`src/rtl/tmr8_pkg.sv`:
```
package tmr8_pkg;
  localparam int TMR_W   = 8;
  localparam int ADDR_W  = 4;
  localparam int NUM_CH  = 2;
  localparam int NUM_TAP = 6;
  localparam int FLAG_W  = 3;

  localparam logic [2:0] OFF_CTRL = 3'd0;
  localparam logic [2:0] OFF_WAVE = 3'd1;
  localparam logic [2:0] OFF_CMPA = 3'd2;
  localparam logic [2:0] OFF_CMPB = 3'd3;
  localparam logic [2:0] OFF_CASC = 3'd4;
  localparam logic [2:0] OFF_FLAG = 3'd5;
  localparam logic [2:0] OFF_CNT  = 3'd6;

  localparam logic [2:0] SEL_STOP = 3'd0;
  localparam logic [2:0] SEL_EXT  = 3'd7;

  typedef enum logic [1:0] {CLR_NONE, CLR_A, CLR_B, CLR_EXT} clr_sel_e;
  typedef enum logic [1:0] {ACT_KEEP, ACT_LOW, ACT_HIGH, ACT_TOGGLE} wave_act_e;
  typedef enum logic [1:0] {CASC_OFF, CASC_WIDE, CASC_EVCNT, CASC_RSV} casc_e;

  typedef struct packed {
    logic [2:0]        clk_sel;
    clr_sel_e          clr_sel;
    logic [FLAG_W-1:0] ie;
    wave_act_e         act_a;
    wave_act_e         act_b;
    logic              adc_en;
    logic [TMR_W-1:0]  cmp_a;
    logic [TMR_W-1:0]  cmp_b;
  } chan_cfg_t;
endpackage

```
`src/rtl/tmr8_prescaler.sv`:
```
module tmr8_prescaler #(
  parameter int NTAP = 6,
  parameter int DIV_W = 13,
  parameter int TAP_SHIFT [NTAP] = '{1, 3, 5, 6, 10, 13}
) (
  input  logic            clk,
  input  logic            rst_n,
  output logic [NTAP-1:0] tap
);
  logic [DIV_W-1:0] div_q, div_d;

  always_comb div_d = div_q + 1'b1;

  always_ff @(posedge clk or negedge rst_n) begin
    if (!rst_n) div_q <= '0;
    else        div_q <= div_d;
  end

  for (genvar k = 0; k < NTAP; k++) begin : g_tap
    assign tap[k] = &div_q[TAP_SHIFT[k]-1:0];
    if (k > 0) begin : g_nest
      // a slower tap only fires together with every faster one
      assert_tap_nested_R2: assert property (@(posedge clk) disable iff (!rst_n)
        tap[k] |-> tap[k-1]);
    end
  end
endmodule

```
`src/rtl/tmr8_edge_sync.sv`:
```
module tmr8_edge_sync (
  input  logic clk,
  input  logic rst_n,
  input  logic async_in,
  output logic rise
);
  logic s1_q, s2_q, prev_q;

  always_ff @(posedge clk or negedge rst_n) begin
    if (!rst_n) begin
      s1_q   <= 1'b0;
      s2_q   <= 1'b0;
      prev_q <= 1'b0;
    end else begin
      s1_q   <= async_in;
      s2_q   <= s1_q;
      prev_q <= s2_q;
    end
  end

  assign rise = s2_q & ~prev_q;

  assert_rise_single_R3: assert property (@(posedge clk) disable iff (!rst_n)
    rise |=> !rise);
endmodule

```
`src/rtl/tmr8_regs.sv`:
```
module tmr8_regs import tmr8_pkg::*; (
  input  logic                          clk,
  input  logic                          rst_n,
  input  logic                          wr_en,
  input  logic [ADDR_W-1:0]             wr_addr,
  input  logic [TMR_W-1:0]              wr_data,
  output chan_cfg_t [NUM_CH-1:0]        cfg,
  output casc_e                         casc,
  output logic [NUM_CH-1:0][FLAG_W-1:0] flag_clr,
  output logic [NUM_CH-1:0]             cnt_wr
);
  localparam int OFF_W = ADDR_W - 1;

  logic [OFF_W-1:0] off;
  casc_e casc_q, casc_d;

  assign off = wr_addr[OFF_W-1:0];

  for (genvar c = 0; c < NUM_CH; c++) begin : g_bank
    chan_cfg_t cfg_q, cfg_d;
    logic      hit;

    assign hit = wr_en && (wr_addr[ADDR_W-1] == 1'(c));

    always_comb begin
      cfg_d       = cfg_q;
      flag_clr[c] = '0;
      cnt_wr[c]   = 1'b0;
      if (hit) begin
        case (off)
          OFF_CTRL: begin
            cfg_d.clk_sel = wr_data[2:0];
            cfg_d.clr_sel = clr_sel_e'(wr_data[4:3]);
            cfg_d.ie      = wr_data[7:5];
          end
          OFF_WAVE: begin
            cfg_d.act_a  = wave_act_e'(wr_data[1:0]);
            cfg_d.act_b  = wave_act_e'(wr_data[3:2]);
            cfg_d.adc_en = wr_data[4];
          end
          OFF_CMPA: cfg_d.cmp_a = wr_data;
          OFF_CMPB: cfg_d.cmp_b = wr_data;
          OFF_FLAG: flag_clr[c] = wr_data[FLAG_W-1:0];
          OFF_CNT:  cnt_wr[c]   = 1'b1;
          default: ;
        endcase
      end
    end

    always_ff @(posedge clk or negedge rst_n) begin
      if (!rst_n) cfg_q <= '0;
      else        cfg_q <= cfg_d;
    end

    assign cfg[c] = cfg_q;
  end

  always_comb begin
    casc_d = casc_q;
    if (wr_en && !wr_addr[ADDR_W-1] && off == OFF_CASC) casc_d = casc_e'(wr_data[1:0]);
  end

  always_ff @(posedge clk or negedge rst_n) begin
    if (!rst_n) casc_q <= CASC_OFF;
    else        casc_q <= casc_d;
  end

  assign casc = casc_q;
endmodule

```
`src/rtl/tmr8_channel.sv`:
```
module tmr8_channel import tmr8_pkg::*; #(
  parameter int W = 8
) (
  input  logic              clk,
  input  logic              rst_n,
  input  logic              tick,
  input  logic              ext_clr,
  input  logic              cnt_wr,
  input  logic [W-1:0]      cnt_wdata,
  input  logic [W-1:0]      cmp_a,
  input  logic [W-1:0]      cmp_b,
  input  clr_sel_e          clr_sel,
  input  wave_act_e         act_a,
  input  wave_act_e         act_b,
  input  logic [FLAG_W-1:0] flag_clr,
  input  logic [FLAG_W-1:0] ie,
  output logic [W-1:0]      cnt,
  output logic              match_a,
  output logic              ovf,
  output logic              tmo,
  output logic [FLAG_W-1:0] irq
);
  logic [W-1:0]      cnt_q, cnt_d;
  logic              tmo_q, tmo_d;
  logic [FLAG_W-1:0] flag_q, flag_d;
  logic              match_b, clr_hit;

  function automatic logic wave_next(wave_act_e act, logic cur);
    case (act)
      ACT_LOW:    wave_next = 1'b0;
      ACT_HIGH:   wave_next = 1'b1;
      ACT_TOGGLE: wave_next = ~cur;
      default:    wave_next = cur;
    endcase
  endfunction

  always_comb begin
    match_a = tick && (cnt_q == cmp_a);
    match_b = tick && (cnt_q == cmp_b);
    clr_hit = (clr_sel == CLR_A && match_a) || (clr_sel == CLR_B && match_b);
    ovf     = tick && !clr_hit && (cnt_q == {W{1'b1}});

    cnt_d = cnt_q;
    if (cnt_wr)                              cnt_d = cnt_wdata;
    else if (ext_clr && clr_sel == CLR_EXT)  cnt_d = '0;
    else if (tick)                           cnt_d = clr_hit ? '0 : cnt_q + 1'b1;

    tmo_d = tmo_q;
    if (match_b)      tmo_d = wave_next(act_b, tmo_q);
    else if (match_a) tmo_d = wave_next(act_a, tmo_q);

    flag_d = (flag_q & ~flag_clr) | {ovf, match_b, match_a};
  end

  always_ff @(posedge clk or negedge rst_n) begin
    if (!rst_n) begin
      cnt_q  <= '0;
      tmo_q  <= 1'b0;
      flag_q <= '0;
    end else begin
      cnt_q  <= cnt_d;
      tmo_q  <= tmo_d;
      flag_q <= flag_d;
    end
  end

  assign cnt = cnt_q;
  assign tmo = tmo_q;
  assign irq = flag_q & ie;

  assert_clear_on_a_R4: assert property (@(posedge clk) disable iff (!rst_n)
    (tick && clr_sel == CLR_A && cnt_q == cmp_a && !cnt_wr) |=> cnt_q == '0);

  assert_b_wins_R7: assert property (@(posedge clk) disable iff (!rst_n)
    (tick && cnt_q == cmp_a && cnt_q == cmp_b && act_b == ACT_HIGH) |=> tmo_q);

  assert_flag_set_wins_R9: assert property (@(posedge clk) disable iff (!rst_n)
    (tick && clr_sel == CLR_NONE && cnt_q == {W{1'b1}}) |=> flag_q[2]);

  assert_match_one_cycle_R12: assert property (@(posedge clk) disable iff (!rst_n)
    match_a |=> !match_a);
endmodule

```
`src/rtl/tmr8_dual.sv`:
```
module tmr8_dual import tmr8_pkg::*; (
  input  logic                clk,
  input  logic                rst_n,
  input  logic                wr_en,
  input  logic [ADDR_W-1:0]   wr_addr,
  input  logic [TMR_W-1:0]    wr_data,
  input  logic [NUM_CH-1:0]   ext_clk,
  input  logic [NUM_CH-1:0]   ext_rst,
  output logic [NUM_CH-1:0]   tmo,
  output logic [NUM_CH-1:0]   irq_cma,
  output logic [NUM_CH-1:0]   irq_cmb,
  output logic [NUM_CH-1:0]   irq_ovf,
  output logic                adc_trig,
  output logic [TMR_W-1:0]    cnt0,
  output logic [TMR_W-1:0]    cnt1
);
  logic [1:0] rst_sync_q;
  logic       rst_q;

  always_ff @(posedge clk or negedge rst_n) begin
    if (!rst_n) rst_sync_q <= '0;
    else        rst_sync_q <= {rst_sync_q[0], 1'b1};
  end
  assign rst_q = rst_sync_q[1];

  chan_cfg_t [NUM_CH-1:0]        cfg;
  casc_e                         casc;
  logic [NUM_CH-1:0][FLAG_W-1:0] flag_clr;
  logic [NUM_CH-1:0]             cnt_wr;
  logic [NUM_TAP-1:0]            taps;
  logic [NUM_CH-1:0]             clk_rise, clr_rise;

  tmr8_regs u_regs (
    .clk(clk), .rst_n(rst_q), .wr_en(wr_en), .wr_addr(wr_addr), .wr_data(wr_data),
    .cfg(cfg), .casc(casc), .flag_clr(flag_clr), .cnt_wr(cnt_wr)
  );

  tmr8_prescaler #(.NTAP(NUM_TAP)) u_pre (.clk(clk), .rst_n(rst_q), .tap(taps));

  for (genvar c = 0; c < NUM_CH; c++) begin : g_pin
    tmr8_edge_sync u_clk_sync (.clk(clk), .rst_n(rst_q), .async_in(ext_clk[c]), .rise(clk_rise[c]));
    tmr8_edge_sync u_clr_sync (.clk(clk), .rst_n(rst_q), .async_in(ext_rst[c]), .rise(clr_rise[c]));
  end

  function automatic logic pick_src(logic [2:0] sel, logic [NUM_TAP-1:0] tp, logic ext);
    if (sel == SEL_STOP)     pick_src = 1'b0;
    else if (sel == SEL_EXT) pick_src = ext;
    else                     pick_src = tp[sel - 3'd1];
  endfunction

  logic src0, src1, cm_evt, tick0, tick1;
  logic match_a0, match_a1, ovf0, ovf1;
  logic [FLAG_W-1:0] irq0, irq1;
  logic adc_q, adc_d;

  always_comb begin
    src0   = pick_src(cfg[0].clk_sel, taps, clk_rise[0]);
    src1   = pick_src(cfg[1].clk_sel, taps, clk_rise[1]);
    cm_evt = src0 && (cnt0 == cfg[0].cmp_a);
    tick1  = (casc == CASC_EVCNT) ? cm_evt : src1;
    tick0  = (casc == CASC_WIDE)  ? ovf1   : src0;
  end

  tmr8_channel #(.W(TMR_W)) u_ch0 (
    .clk(clk), .rst_n(rst_q), .tick(tick0), .ext_clr(clr_rise[0]),
    .cnt_wr(cnt_wr[0]), .cnt_wdata(wr_data), .cmp_a(cfg[0].cmp_a), .cmp_b(cfg[0].cmp_b),
    .clr_sel(cfg[0].clr_sel), .act_a(cfg[0].act_a), .act_b(cfg[0].act_b),
    .flag_clr(flag_clr[0]), .ie(cfg[0].ie),
    .cnt(cnt0), .match_a(match_a0), .ovf(ovf0), .tmo(tmo[0]), .irq(irq0)
  );

  tmr8_channel #(.W(TMR_W)) u_ch1 (
    .clk(clk), .rst_n(rst_q), .tick(tick1), .ext_clr(clr_rise[1]),
    .cnt_wr(cnt_wr[1]), .cnt_wdata(wr_data), .cmp_a(cfg[1].cmp_a), .cmp_b(cfg[1].cmp_b),
    .clr_sel(cfg[1].clr_sel), .act_a(cfg[1].act_a), .act_b(cfg[1].act_b),
    .flag_clr(flag_clr[1]), .ie(cfg[1].ie),
    .cnt(cnt1), .match_a(match_a1), .ovf(ovf1), .tmo(tmo[1]), .irq(irq1)
  );

  assign irq_cma = {irq1[0], irq0[0]};
  assign irq_cmb = {irq1[1], irq0[1]};
  assign irq_ovf = {irq1[2], irq0[2]};

  always_comb adc_d = (match_a0 && cfg[0].adc_en) || (match_a1 && cfg[1].adc_en);

  always_ff @(posedge clk or negedge rst_q) begin
    if (!rst_q) adc_q <= 1'b0;
    else        adc_q <= adc_d;
  end
  assign adc_trig = adc_q;

  // high byte holds still between carries from the low byte
  assert_wide_hold_R10: assert property (@(posedge clk) disable iff (!rst_q)
    (casc == CASC_WIDE && !ovf1 && !wr_en && !clr_rise[0]) |=> $stable(cnt0));

  assert_wide_wrap_R10: assert property (@(posedge clk) disable iff (!rst_q)
    (ovf0 && !cnt_wr[0]) |=> cnt0 == '0);

  assert_event_count_R11: assert property (@(posedge clk) disable iff (!rst_q)
    (casc == CASC_EVCNT && cm_evt && !wr_en && cfg[1].clr_sel == CLR_NONE)
      |=> cnt1 == $past(cnt1) + 1'b1);
endmodule

```
`config.mk`:
```
export PLATFORM = sky130hd
export DESIGN_NAME = tmr8_dual
export DESIGN_NICKNAME = d
export VERILOG_FILES = /design/src/rtl/tmr8_pkg.sv /design/src/rtl/tmr8_prescaler.sv /design/src/rtl/tmr8_edge_sync.sv /design/src/rtl/tmr8_regs.sv /design/src/rtl/tmr8_channel.sv /design/src/rtl/tmr8_dual.sv
export SDC_FILE = /design/constraint.sdc
export NUM_CORES = 1
export LEC_CHECK = 0
export ABC_AREA = 1
export BUFFER_PORTS_ARGS = -buffer_cell sky130_fd_sc_hd__buf_2
export CORE_MARGIN = 1.5
export CORE_UTILIZATION = 40
export DETAILED_ROUTE_END_ITERATION = 6
export PLACE_DENSITY = 0.64
export SLEW_MARGIN = 25
export SYNTH_ARGS = -nofsm -noshare
export SYNTH_HDL_FRONTEND = slang
export SYNTH_HIERARCHICAL = 1
export SYNTH_SLANG_ARGS = --single-unit
```
`constraint.sdc`:
```
create_clock -name clk -period 4.6 [get_ports clk]
set_clock_uncertainty 0.05 [all_clocks]
set_input_delay 0.69 -clock clk [delete_from_list [all_inputs] [get_ports clk]]
set_output_delay 0.69 -clock clk [all_outputs]
set_load 0.005 [all_outputs]
```
==> impl_metrics.yaml <==
layout:
  multi_input_area_um2: 3360
  layout-drive-gt1-share_pct: 11.5
  design_area_um2: 7600
  syn2layout_area_growth_pct: 9.18
  fill_cells: 1786
  final-seq-area_um2: 2810
  fin_nets: 1051
routing:
  ant_nets: 0
  route.detailed.drc: 0
  first_pass_iters: 7
  wl_met2_um: 8180
  top_layer_used: "met4"
  wl_um: 18000
  dr_total_vias: 6158
  wl_met3_um: 1060
  m1WireLength_um: 8480
  drtIter0Drc: 540
  viasPerCell: 4.95
  avgRoutedWirePerCell_um: 14.5
sta:
  slew_viol_final: 0
  timing.final.crit_share_pct: 73.5
  tightest_slew_ps: 810
  finalCriticalPeriod_ps: 3380
  relSlewSlack_pct: 45.9
  setup_violations: 0
  rsz0062_at_grt: "no"
  fmax_mhz: 296
  timing.setup.tns_ps: 0
  hold_viol: 0
worst_setup_path:
  startpoint_type: "flip-flop"
  cp_data_arrival_time_ps: 3580
  endpoint_kind: "flip-flop"
  path_class: "reg -> reg"
  cp.required_ps: 4800
  crit_fanout: 8
placed_design:
  place_congestion: 0.905
  placed_cell_area_um2: 7290
  portBuffers: 43
  hpwlAfterDp_um: 12800
floorplanning:
  die_h_um: 135
  ios: 44
  dieArea_um2: 18200
  rows: 48
  core_um2: 17200
  die_w_um: 135
  start_util_pct: 40.5
power:
  p_clk_share_pct: 23.1
  power.density_nw_per_um2: 472
  swShare_pct: 41.3
  combPwrFrac_pct: 35.3
  p_int_uw: 2110
  p_leak_uw: 0.00419
  power_frac_seq_pct: 41.6
  power.switching_uw: 1480
  peakVddDrop_mv: 0.305
clocking:
  cts_resized: 0
  cts_tree: "yes"
  cts-root-buf: "clkbuf_16"
  post_cts.repair.setup_buffers: 0
  clock_latency_ps: 370
  path_clk_slew_ps: 70
  cts_buffers: 9
  cts_max_level: 3
  hold_buffers: 0
  ctsLongestPathBuffers: 2
  cts_sinks: 112
status:
  outcome: "completed"
yosys:
  synth_cells: 986
  postSynthNetCount: 1024
  netlist_area_um2: 6960
  syn_area_per_cell_um2: 7.06
  yosys_warnings: 6
min_path:
  hold_path_class: "in -> async"
grt:
  overflow: 0
  first_global_vias: 5616
  grt_pass1_wl_um: 29800
  grt_max_degree: 52
  antenna_found_initial: 1
  track_usage_pct: 21.0
job:
  cap_viol_max_count: 0
[state kept, by name, indices dropped and copies added (netlist names)]
name                     cells
adc_trig                     1
g_pin.u_clk_sync/prev_q      2
g_pin.u_clk_sync/s1_q        2
g_pin.u_clk_sync/s2_q        2
g_pin.u_clr_sync/prev_q      2
g_pin.u_clr_sync/s1_q        2
g_pin.u_clr_sync/s2_q        2
rst_sync_q                   2
u_ch0/cnt                    8
u_ch0/flag_q                 3
u_ch0/tmo                    1
u_ch1/cnt                    8
u_ch1/flag_q                 3
u_ch1/tmo                    1
u_pre/div_q                 13
u_regs/casc                  2
u_regs/cfg                  58
[placed cells by master (no fill, tap or decap), types with 3 or more instances in the layout]
master / n
o21bai_1: 3
o21ai_0: 7
nand2_1: 350
buf_2: 43
a21oi_1: 22
nor3_1: 3
nand4_1: 43
nor2_2: 11
o22ai_1: 3
inv_1: 144
ha_1: 19
nor2_1: 82
clkbuf_16: 9
xor2_1: 16
nand3_2: 9
nand3b_1: 4
nand3_1: 78
nand2_2: 9
inv_2: 11
nor2_4: 8
dfrtp_1: 111
xnor2_1: 3
[worst max-delay path: stages (launching register included)]
cell,delay [ps]
dfrtp_1,410
ha_1,240
nand2_1,120
nor2_4,60
ha_1,170
inv_1,70
nand2_1,50
nand3_1,80
nand2_1,50
nand2_1,50
nand2_1,70
nand3_1,80
nand2_1,150
nand3_1,130
nor2_1,60
nand2_1,100
o22ai_1,80
nor2_1,140
nand3_1,90
nand2_1,100
inv_1,100
a21oi_1,180
nand3_1,130
nor2_1,120
nand3_2,180
nand4_1,150
a21oi_1,70
[path summary, 6_finish.rpt]
check                                                         from                                 end  slack [ps]  cells after the start
worst max-delay path                      u_pre/div_q[0]$_DFF_PN0_            u_ch0/cnt[4]$_DFFE_PN0P_        1220                     26
worst min register to register             rst_sync_q[1]$_DFF_PN0_  g_pin[1].u_clk_sync/s1_q$_DFF_PN0_         230                      0
max in group asynchronous                  rst_sync_q[1]$_DFF_PN0_           u_regs/cfg[0]$_DFFE_PN0P_        3220                      2
min in group clk                g_pin[0].u_clk_sync/s1_q$_DFF_PN0_  g_pin[0].u_clk_sync/s2_q$_DFF_PN0_         290                      0
worst min-delay path                                         rst_n             rst_sync_q[1]$_DFF_PN0_          50                      1
worst max register to register            u_pre/div_q[0]$_DFF_PN0_            u_ch0/cnt[4]$_DFFE_PN0P_        1220                     26
[power groups by stage]
stage	registers, µW	clock network [µW]	logic, µW
2_1_floorplan	1390	0	1040
3_3_place_gp	1520	0	1220
3_5_place_dp	1510	0	1250
4_1_cts	1500	855	1260
5_1_grt	1540	894	1470
6_report	1490	827	1270
[routing by layer]
| metal | global-route usage (%) | up-vias |
|---|---|---|
| met5 | 0 | - |
| met4 | 6.45 | 0 |
| met3 | 3.94 | 25 |
| met2 | 32.8 | 188 |
| met1 | 29.7 | 2834 |
| li1 | - | 3111 |
[metrics by stage]
stage,util (%),cells,setup WS [ps],hold slack [ps],total power [µW]
global placement,42.3,1226,1360,281,2740
CTS,44.2,1243,1220,42.8,3610
global route,44.3,1244,737,39.6,3900
detailed placement,42.5,1227,1250,247,2760
floorplan,-,986,1200,281,2430
finish,44.3,1244,1220,53.3,3590
[layout make-up]
| class | instances | share of cell area [%] |
|---|---|---|
| Sequential cell | 112 | 36.9 |
| Multi-Input combinational cell | 688 | 44.3 |
| Timing Repair Buffer | 45 | 3.29 |
| Tap cell | 225 | 3.70 |
| Antenna cell | 1 | 0.0329 |
| Inverter | 157 | 7.77 |
| Clock inverter | 6 | 1.02 |
| Clock buffer | 10 | 3.01 |
No activity file was read; power rests on OpenSTA's default activity.
